<file path="src/rtl/srq_pkg.sv">
// Shared definitions for the serial receive queue.
// Assumes an entry is {status, data}, with the status bits indexed as below.
package srq_pkg;

    // Index of each status bit inside the status field of an entry
    localparam int ST_FRAME   = 0;
    localparam int ST_PARITY  = 1;
    localparam int ST_BREAK   = 2;
    localparam int ST_OVERRUN = 3;

    // Operations qualified for one clock cycle
    typedef struct packed {
        logic clr;   // flush the queue
        logic wr;    // accepted push, flush not active
        logic rd;    // pop strobe, flush not active
    } srq_op_t;

endpackage

</file>
<file path="src/rtl/srq_store.sv">
// Word storage for the receive queue: one write port, one combinational read port.
// Assumes wr_slot and rd_slot stay below DEPTH. Every word resets to zero.
module srq_store #(
    parameter int DEPTH   = 16,
    parameter int ENTRY_W = 12,
    localparam int PTR_W  = $clog2(DEPTH)
) (
    input  logic               clk,
    input  logic               rst_n,
    input  logic               wr_en,
    input  logic [PTR_W-1:0]   wr_slot,
    input  logic [ENTRY_W-1:0] wr_word,
    input  logic [PTR_W-1:0]   rd_slot,
    output logic [ENTRY_W-1:0] rd_word
);

    logic [ENTRY_W-1:0] mem [DEPTH];

    for (genvar g = 0; g < DEPTH; g++) begin : g_slot
        // Capture the pushed word when this slot is the write target
        always_ff @(posedge clk) begin
            if (!rst_n) begin
                mem[g] <= '0;
            end else if (wr_en && (wr_slot == PTR_W'(g))) begin
                mem[g] <= wr_word;
            end
        end
    end

    // Present the word at the read position
    assign rd_word = mem[rd_slot];

endmodule

</file>
<file path="src/rtl/srq_ptrs.sv">
// Read position and occupancy count of the circular store.
// Derives the write slot as (read position + count) mod DEPTH.
// Assumes op.wr is only raised while the count is below DEPTH.
module srq_ptrs
    import srq_pkg::*;
#(
    parameter int DEPTH  = 16,
    localparam int PTR_W = $clog2(DEPTH),
    localparam int CNT_W = $clog2(DEPTH + 1)
) (
    input  logic             clk,
    input  logic             rst_n,
    input  srq_op_t          op,
    output logic [CNT_W-1:0] count,
    output logic [CNT_W-1:0] cnt_next,
    output logic [PTR_W-1:0] rd_ptr,
    output logic [PTR_W-1:0] wr_slot
);

    logic             take;      // pop removes a word
    logic [CNT_W:0]   slot_sum;
    logic [PTR_W-1:0] rd_inc;

    // A pop removes a word only when one is present
    assign take = op.rd && (count != '0);

    // Next count after this cycle's push and pop
    always_comb begin
        cnt_next = count;
        if (op.clr) begin
            cnt_next = '0;
        end else begin
            if (op.wr) cnt_next = cnt_next + CNT_W'(1);
            if (take)  cnt_next = cnt_next - CNT_W'(1);
        end
    end

    // Write slot: read position plus count, folded into the store
    always_comb begin
        slot_sum = (CNT_W+1)'(rd_ptr) + (CNT_W+1)'(count);
        if (slot_sum >= (CNT_W+1)'(DEPTH)) begin
            slot_sum = slot_sum - (CNT_W+1)'(DEPTH);
        end
        wr_slot = PTR_W'(slot_sum);
    end

    // Read position advanced with wrap at the last slot
    assign rd_inc = (rd_ptr == PTR_W'(DEPTH - 1)) ? '0 : rd_ptr + PTR_W'(1);

    // Register count and read position
    always_ff @(posedge clk) begin
        if (!rst_n || op.clr) begin
            count  <= '0;
            rd_ptr <= '0;
        end else begin
            count <= cnt_next;
            if (take) rd_ptr <= rd_inc;
        end
    end

endmodule

</file>
<file path="src/rtl/srq_flags.sv">
// Empty, full and raw receive-interrupt indicators of the queue.
// Assumes cnt_next is the count after the current cycle's operations.
// On a coincident push and pop, the push wins for full and interrupt.
module srq_flags
    import srq_pkg::*;
#(
    parameter int DEPTH   = 16,
    parameter int TRIGGER = 1,
    localparam int CNT_W  = $clog2(DEPTH + 1)
) (
    input  logic             clk,
    input  logic             rst_n,
    input  srq_op_t          op,
    input  logic             hold_full,
    input  logic [CNT_W-1:0] cnt_next,
    output logic             empty,
    output logic             full,
    output logic             irq
);

    localparam logic [CNT_W-1:0] LVL_FULL = CNT_W'(DEPTH);
    localparam logic [CNT_W-1:0] LVL_SET  = CNT_W'(TRIGGER);
    localparam logic [CNT_W-1:0] LVL_CLR  = CNT_W'(TRIGGER - 1);

    // Empty indicator: cleared by push, set when a pop drains the queue
    always_ff @(posedge clk) begin
        if (!rst_n || op.clr) begin
            empty <= 1'b1;
        end else if (op.wr) begin
            empty <= 1'b0;
        end else if (op.rd && (cnt_next == '0)) begin
            empty <= 1'b1;
        end
    end

    // Full indicator: set at capacity or by hold_full, cleared by pop
    always_ff @(posedge clk) begin
        if (!rst_n || op.clr) begin
            full <= 1'b0;
        end else if (op.wr && ((cnt_next == LVL_FULL) || hold_full)) begin
            full <= 1'b1;
        end else if (op.rd) begin
            full <= 1'b0;
        end
    end

    // Raw interrupt: set reaching the trigger, cleared dropping below it
    always_ff @(posedge clk) begin
        if (!rst_n || op.clr) begin
            irq <= 1'b0;
        end else if (op.wr && (cnt_next == LVL_SET)) begin
            irq <= 1'b1;
        end else if (op.rd && (cnt_next == LVL_CLR)) begin
            irq <= 1'b0;
        end
    end

endmodule

</file>
<file path="src/rtl/serial_rx_queue.sv">
// Receive queue of a serial port: 16-deep circular store or one-word holding
// register, with empty, full and raw receive-interrupt indicators.
// Assumes push and pop strobes last one cycle per word. A break takes priority
// over a data push in the same cycle.
module serial_rx_queue
    import srq_pkg::*;
#(
    parameter int DEPTH   = 16,
    parameter int DATA_W  = 8,
    parameter int STAT_W  = 4,
    parameter int TRIGGER = 1,
    localparam int ENTRY_W = DATA_W + STAT_W,
    localparam int PTR_W   = $clog2(DEPTH),
    localparam int CNT_W   = $clog2(DEPTH + 1)
) (
    input  logic               clk,
    input  logic               rst_n,
    input  logic               fifo_en,
    input  logic               hold_full,
    input  logic               flush,
    input  logic               push_valid,
    input  logic [DATA_W-1:0]  push_data,
    input  logic [STAT_W-1:0]  push_stat,
    input  logic               brk_event,
    output logic               push_ready,
    input  logic               pop,
    output logic [ENTRY_W-1:0] pop_word,
    output logic               empty_flag,
    output logic               full_flag,
    output logic               rx_irq_raw
);

    localparam logic [ENTRY_W-1:0] BRK_WORD = ENTRY_W'(1) << (DATA_W + ST_BREAK);

    srq_op_t            op;
    logic [CNT_W-1:0]   count;
    logic [CNT_W-1:0]   cnt_next;
    logic [PTR_W-1:0]   rd_ptr;
    logic [PTR_W-1:0]   wr_slot;
    logic [ENTRY_W-1:0] in_word;

    // Room check against the depth selected by the mode input
    assign push_ready = fifo_en ? (count < CNT_W'(DEPTH)) : (count == '0);

    // Qualify this cycle's operations; flush overrides both strobes
    always_comb begin
        op.clr = flush;
        op.wr  = !flush && (push_valid || brk_event) && push_ready;
        op.rd  = !flush && pop;
    end

    // Select the word to store: break marker or character with status
    assign in_word = brk_event ? BRK_WORD : {push_stat, push_data};

    srq_ptrs #(.DEPTH(DEPTH)) u_ptrs (
        .clk      (clk),
        .rst_n    (rst_n),
        .op       (op),
        .count    (count),
        .cnt_next (cnt_next),
        .rd_ptr   (rd_ptr),
        .wr_slot  (wr_slot)
    );

    srq_store #(.DEPTH(DEPTH), .ENTRY_W(ENTRY_W)) u_store (
        .clk     (clk),
        .rst_n   (rst_n),
        .wr_en   (op.wr),
        .wr_slot (wr_slot),
        .wr_word (in_word),
        .rd_slot (rd_ptr),
        .rd_word (pop_word)
    );

    srq_flags #(.DEPTH(DEPTH), .TRIGGER(TRIGGER)) u_flags (
        .clk       (clk),
        .rst_n     (rst_n),
        .op        (op),
        .hold_full (hold_full),
        .cnt_next  (cnt_next),
        .empty     (empty_flag),
        .full      (full_flag),
        .irq       (rx_irq_raw)
    );

endmodule

</file>
<file path="config.mk">
export PLATFORM = sky130hd
export DESIGN_NAME = serial_rx_queue
export DESIGN_NICKNAME = d
export VERILOG_FILES = /design/src/rtl/srq_pkg.sv /design/src/rtl/srq_store.sv /design/src/rtl/srq_ptrs.sv /design/src/rtl/srq_flags.sv /design/src/rtl/serial_rx_queue.sv
export SDC_FILE = /design/constraint.sdc
export NUM_CORES = 1
export LEC_CHECK = 0
export ABC_AREA = 1
export ABC_CLOCK_PERIOD_IN_PS = 3900
export BUFFER_PORTS_ARGS = -buffer_cell sky130_fd_sc_hd__buf_2
export CORE_AREA = 2 2 137 139
export CTS_BUF_LIST = sky130_fd_sc_hd__clkbuf_2
export DETAILED_ROUTE_END_ITERATION = 10
export DIE_AREA = 0 0 139 141
export PLACE_DENSITY = 0.78
export SYNTH_ARGS = -nofsm -noshare
export SYNTH_HDL_FRONTEND = slang
export SYNTH_SLANG_ARGS = --single-unit
</file>
<file path="constraint.sdc">
create_clock -name clk -period 3.9 [get_ports clk]
set_input_delay 0.39 -clock clk [delete_from_list [all_inputs] [get_ports clk]]
set_output_delay 0.39 -clock clk [all_outputs]
set_load 0.02 [all_outputs]
</file>
After elaboration in Yosys (flattened, before gate mapping)
Memories as Yosys holds them, arrays and structs flattened. A register that Yosys moved wholly into a read port is not among the register bits.
Index checks and enable logic that the tools add are counted.
{ "word_totals": {"regBits": 12, "latch_bits": 0, "ramBits": 192, "rom_bits": 0, "input_bits": 20, "output_inout_bits": 16, "word_cells": 163, "mem_count": 1} }
{ "classes": {"n_addsub": 5, "mul": 0, "div": 0, "n_lt_le_gt_ge": 2, "n_eq_ne": 18, "shift": 0, "mux": 81, "bitwise": 16, "reduce_logical": 35} }
{ "memory_table": {"columns": ["name", "depth", "word_bits", "read_ports", "rd_clocked_by_memory_dff", "wr", "line_no", "source"], "rows": [
  ["u_store.mem", 16, 12, 1, 1, 16, "srq_store.sv:17", "logic [ENTRY_W-1:0] mem [DEPTH];"]
]} }
{ "ops": {"columns": ["operator", "count"], "rows": [
  ["12-bit 2-to-1 mux", 17],
  ["1-bit 2-to-1 mux", 56],
  ["4-bit == test, second input constant", 9],
  ["1-bit logical AND", 23],
  ["5-bit 2-to-1 mux", 4],
  ["4-bit by 3-bit == test with 1-bit output, second input constant", 4],
  ["4-bit 2-to-1 mux", 4],
  ["1-bit bitwise OR", 16],
  ["5-bit logical NOT", 2],
  ["4-bit by 2-bit == test with 1-bit output, second input constant", 2],
  ["4-bit by 5-bit adder with 6-bit output", 1],
  ["6-bit by 5-bit greater-or-equal comparator with 1-bit output, second input constant", 1],
  ["2-bit nonzero test", 3],
  ["5-bit by 1-bit adder with 5-bit output, second input constant", 1],
  ["5-bit by 1-bit == test with 1-bit output, second input constant", 1],
  ["5-bit == test, second input constant", 1],
  ["5-bit less-than comparator, second input constant", 1],
  ["5-bit nonzero test", 1],
  ["5-bit by 1-bit subtractor with 5-bit output, second input constant", 1],
  ["4-bit by 1-bit adder with 4-bit output, second input constant", 1],
  ["4-bit by 1-bit == test with 1-bit output, second input constant", 1],
  ["4-bit logical NOT", 1],
  ["4-bit by 1-bit subtractor with 4-bit output, second input constant", 1],
  ["1-bit logical OR", 3],
  ["1-bit logical NOT", 2]
]} }

Longest topological paths before layout
{ "logic_depth": {"word_depth": 12, "ltp_mapped": 23, "mapped_depth_nobuf": 22} }

By module
Synthesis repeated with hierarchy kept, for this count alone.
{ "hier_totals": {"cells_unflattened": 1233, "area_unflattened_um2": 10402.5} }
{ "modules_own_cells": {"columns": ["module", "instances", "cells_each", "area_each_um2", "seq_area_each_um2"], "rows": [
  ["srq_store", 1, 1069, 9377.7, 5765.5],
  ["srq_ptrs", 1, 104, 719.4, 180.2],
  ["srq_flags", 1, 24, 160.2, 60.1],
  ["serial_rx_queue", 1, 36, 145.1, 0.0]
]} }

Worst setup path after synthesis
No wires, ideal clock.
{ "synth_timing": {"path_type": "register to register", "start": "register u_ptrs.count[1]", "end": "register u_flags.empty", "setup_ps": 134, "arrival_time_ps": 2229, "required_time_ps": 3766, "slack_ps": 1538, "stages_incl_launch_ff": 22, "n_path_buf": 1, "period_less_slack_ps": 2362, "path_cell_list": "dfxtp_1 inv_1 ha_1 inv_1 nor2_1 nand2_2 nand2_4 nand2_4 buf_12 nand2_2 nand2_2 inv_2 ha_1 inv_1 nor2_1 nand3_2 inv_2 nand3_2 a21oi_1 nand4_1 nand3_1 o211ai_1"} }
{ "synth_between": {"elab_chain_len": 11, "elab_cells_between_ends": 16, "cone_classes": "2 x add/sub; 1 x order compare; 6 x mux; 7 x reduce/logical"} }
{ "synth_lines": {"columns": ["item", "line_no", "source"], "rows": [
  ["from (decl)", "srq_ptrs.sv:14", "output logic [CNT_W-1:0] count,"],
  ["from (signal assigned)", "srq_ptrs.sv:56", "count <= cnt_next;"],
  ["5-bit less-than comparator or 5-bit logical NOT (tied branches)", "serial_rx_queue.sv:43", "assign push_ready = fifo_en ? (count < CNT_W'(DEPTH)) : (count == '0);"],
  ["1-bit 2-to-1 mux (*)", "serial_rx_queue.sv:43", null],
  ["net push_ready", "serial_rx_queue.sv:25", "output logic push_ready,"],
  ["1-bit logical AND (*)", "serial_rx_queue.sv:48", "op.wr = !flush && (push_valid || brk_event) && push_ready;"],
  ["5-bit 2-to-1 mux", "srq_ptrs.sv:33", "if (op.wr) cnt_next = cnt_next + CNT_W'(1);"],
  ["5-bit 2-to-1 mux", "srq_ptrs.sv:30", "if (op.clr) begin"],
  ["5-bit by 1-bit subtractor with 5-bit output", "srq_ptrs.sv:34", "if (take) cnt_next = cnt_next - CNT_W'(1);"],
  ["5-bit 2-to-1 mux", "srq_ptrs.sv:34", null],
  ["5-bit 2-to-1 mux", "srq_ptrs.sv:30", null],
  ["5-bit logical NOT", "srq_flags.sv:31", "end else if (op.rd && (cnt_next == '0)) begin"],
  ["1-bit logical AND", "srq_flags.sv:31", null],
  ["2-bit nonzero test (no source line)", null, null],
  ["to (signal assigned)", "srq_flags.sv:28", "empty <= 1'b1;"],
  ["to (signal assigned)", "srq_flags.sv:30", "empty <= 1'b0;"],
  ["to (signal assigned)", "srq_flags.sv:32", "empty <= 1'b1;"],
  ["to (decl)", "srq_flags.sv:16", "output logic empty,"]
]} }
The timed path passes the listed nets; every way through them passes the cells marked *. The select of a mux whose other input is x is not followed.
A chain may end at the register's enable or synchronous reset.

==> impl_metrics.ini <==
[sta]
fmaxAchievable_mhz = 311
fin_ws_ns = 0.686
timing.final.crit_share_pct = 82.4
finalHoldViolations = 0
grt_setup_unrepaired = no
setup_tns_ns = 0
worst_slew_pin_slew_ns = 0.937
timing.final.crit_period_ns = 3.21
fin_worst_skew_ns = 0.0567
timing.max_slew.rel_slack_pct = 37.4
slew_viol_final = 0
timing.final.setup_violations = 0

[drt]
via_per_inst = 5.65
wirelength_um = 22600
ant_nets = 0
detail_route.drc_violations = 0
drtIter0Drc = 722
drt_first_pass_iters = 6
vias = 7030
detail_route.wl_per_cell_um = 18.2

[grt]
top_usage_layer = met2
first_global_vias = 6789
grt_use_met1_pct = 29.3
met3_usage_pct = 5.13
globalRouteTotalUtil_pct = 23.1
global_route.overflow_total = 0
antenna_found_initial = 1
grt_start_max_net_pins = 49
global_route.usage.met2_pct = 38.5
wire_length_of_the_first_global_routing_pass_um = 35000

[layout]
share_of_layout_cells_above_drive_strength_1_pct = 14.5
final_cell_mix = sky130_fd_sc_hd__nor2_1 (212), sky130_fd_sc_hd__edfxtp_1 (192), sky130_fd_sc_hd__inv_1 (80), sky130_fd_sc_hd__nand2_1 (80), sky130_fd_sc_hd__clkbuf_2 (71)
design.final.nets = 1003
final_cells = 1244
final_common_cell = sky130_fd_sc_hd__nor2_1
layout.filler_cells = 1503
synthToLayoutAreaGrowth_pct = 7.19

[die]
core_region_area_um2 = 18300
ios = 36
floorplan.die.height_um = 141
dieArea_um2 = 19600
rows = 50
die_w_um = 139
initial_core_util_pct = 53.7

[setup_path]
worst_setup_path_start_kind = flop
worst_r2r_startpoint = u_ptrs.count[0]
cp_data_required_time_ns = 3.51
timing.critical_path.slowest_stage_cell = sky130_fd_sc_hd__inv_1
classification_of_the_worst_setup_path = flop to output pin
regToRegSetupSlack_ns = 1.10
worstPathMaxFanout = 31
worst_r2r_path_depth = 7
arrival_ns = 2.82
reg2reg_to = u_store.mem[8][11]
worstSetupEndpointType = output pin
crit_path_cell_chain = inv_1, buf_4, o21ai_0, o211ai_1, nand2_1, buf_2
timing.critical_path.slowest_cell_delay_ns = 0.45

[power_and_ir_drop]
power.density_nw_per_um2 = 395
p_leak_nw = 3.92
irDropWorstVdd_mv = 0.250

[logic_synthesis]
syn-cell-area_um2 = 9820
synth_enable_flop_cells = 192
seq_area_frac_synth_pct = 62.0
syn-num-nets = 973
synth_ff_type = sky130_fd_sc_hd__edfxtp_1
count_of_distinct_cell_types_in_the_synthesized_netlist = 30
syn_inst = 945
ys_async_sr_fraction_pct = 0
ys_warn_count = 0
synth-seq-cells = 208
synth.avg_cell_area_um2 = 10.4

[clock_network]
clock_tree_from_tritoncts = yes
cts_setup_buffers = 0
clock_tree.htree_level_count = 2
clk_root_buffer_cell = sky130_fd_sc_hd__clkbuf_2
path_clk_slew_ns = 0.11
clkSinkCount = 208
post_cts.resized_instances = 0
cts_hold_bufs = 2
cts-root-to-sink-buffers = 3
clkLatencyLatePin_ns = 0.79
tritoncts.num_buffers = 49

[status]
status = finished, final reports clean

[place]
gp_routability_congestion = 0.805
placement.io_buffers = 35
detailedPlace.worstSlack_ns = 1.12
hpwlAfterDp_um = 14200
numPlacedInstances = 1156

[min_path]
type_of_the_worst_min_delay_path = input port to flop
holdPathEnd = u_flags.full
holdCritStartpoint = pop
worstHoldPathCells = 6

[run]
max_cap_viols = 0
logic make-up (layout without fill, tap and decap cells):
| logic type | count (synthesis) | count (layout) | synth area share, % |
|---|---|---|---|
| and+or+nand+nor | 362 | 362 | 15.7 |
| DFF | 208 | 208 | 62.0 |
| AOI/OAI and AO/OA | 164 | 164 | 9.76 |
| buffers and inverters | 150 | 214 | 6.09 |
| muxes | 48 | 48 | 4.89 |
| adders and majority gates | 8 | 8 | 1.10 |
| xor gates and xnor gates | 5 | 5 | 0.446 |
| other | 0 | 1 | 0 |
report_power, final:
| group | total, W | internal [W] | leakage [nW] | switching, W |
|---|---|---|---|---|
| Clock | 0.00138 | 0.000549 | 0.332 | 0.000831 |
| Sequential | 0.00253 | 0.00250 | 2.12 | 0.0000232 |
| Combinational | 0.000253 | 0.0000591 | 1.46 | 0.000194 |
| Total | 0.00416 | 0.00311 | 3.92 | 0.00105 |
Yosys cell counts (all sizes together), types with 5 or more instances:
library cell	instances	share of area (%)
inv	83	3.2
a21oi	54	2.8
ha	7	0.89
buf	20	1.1
o21ai	61	3.2
nand3	44	2.4
edfxtp	192	59
mux2i	48	4.9
dfxtp	16	3.3
nor2	218	8.5
nor3	6	0.76
o211ai	49	3.7
nand2	88	3.7
nand4	5	0.32
clkbuf	46	1.8
critical path: cells and delay by family (launching register included):
family / cells / cell delay [ns]
AND/OR/NAND/NOR: 1 / 0.10
flip-flops: 1 / 0.34
AO/OA/AOI/OAI: 2 / 0.54
buffers and inverters: 3 / 1.07
routing by layer:
metal	part of all wire (%)	wire length [um]	up-vias
met4	3.4	763	0
met5	0	0	-
met1	39	8720	3289
met2	48	11000	361
met3	9.7	2190	59
li1	-	-	3321
through the flow:
stage                     hold slack [ns]  total power (W)  utilization [%]  instance area (um2)
after floorplan                     0.489          0.00273                -                 9820
after global placement              0.447          0.00282             55.1                10100
after detailed placement            0.456          0.00283             55.1                10100
after CTS                         0.00581          0.00418             57.6                10500
after global routing               0.0461          0.00430             57.6                10500
final                              0.0608          0.00416             57.6                10500
final cells by class:
cell class,count,area [um2],area share [%]
well taps,234,293,2.78
flip-flops and latches,208,6090,57.9
clock inverters,14,78.8,0.749
repair buffers,45,255,2.43
diodes,1,2.50,0.0238
multi-input cells,587,3130,29.8
clock buffers,71,355,3.38
inverters,84,315,3.00
flip-flops by register name (all words and copies together) (netlist names), named ones only:
name	count
u_store.mem	192
u_flags.full	1
u_flags.irq	1
u_ptrs.count	5
u_ptrs.rd_ptr	4
u_flags.empty	1
how the worst max path moves through the flow:
stage | start | endpoint | slack [ns] | cells after the start
2_1_floorplan | u_ptrs.count[1] | u_flags.empty | 1.54 | 21
3_3_place_gp | u_ptrs.count[0] | u_store.mem[8][3] | 1.26 | 7
3_5_place_dp | u_ptrs.count[0] | u_store.mem[8][11] | 1.12 | 7
4_1_cts | flop | pop_word[8] | 0.61 | 6
5_1_grt | flop | pop_word[5] | 0.48 | 7
6_report | flop | pop_word[10] | 0.69 | 6
Note: power is estimated with default switching activity, not from simulation.
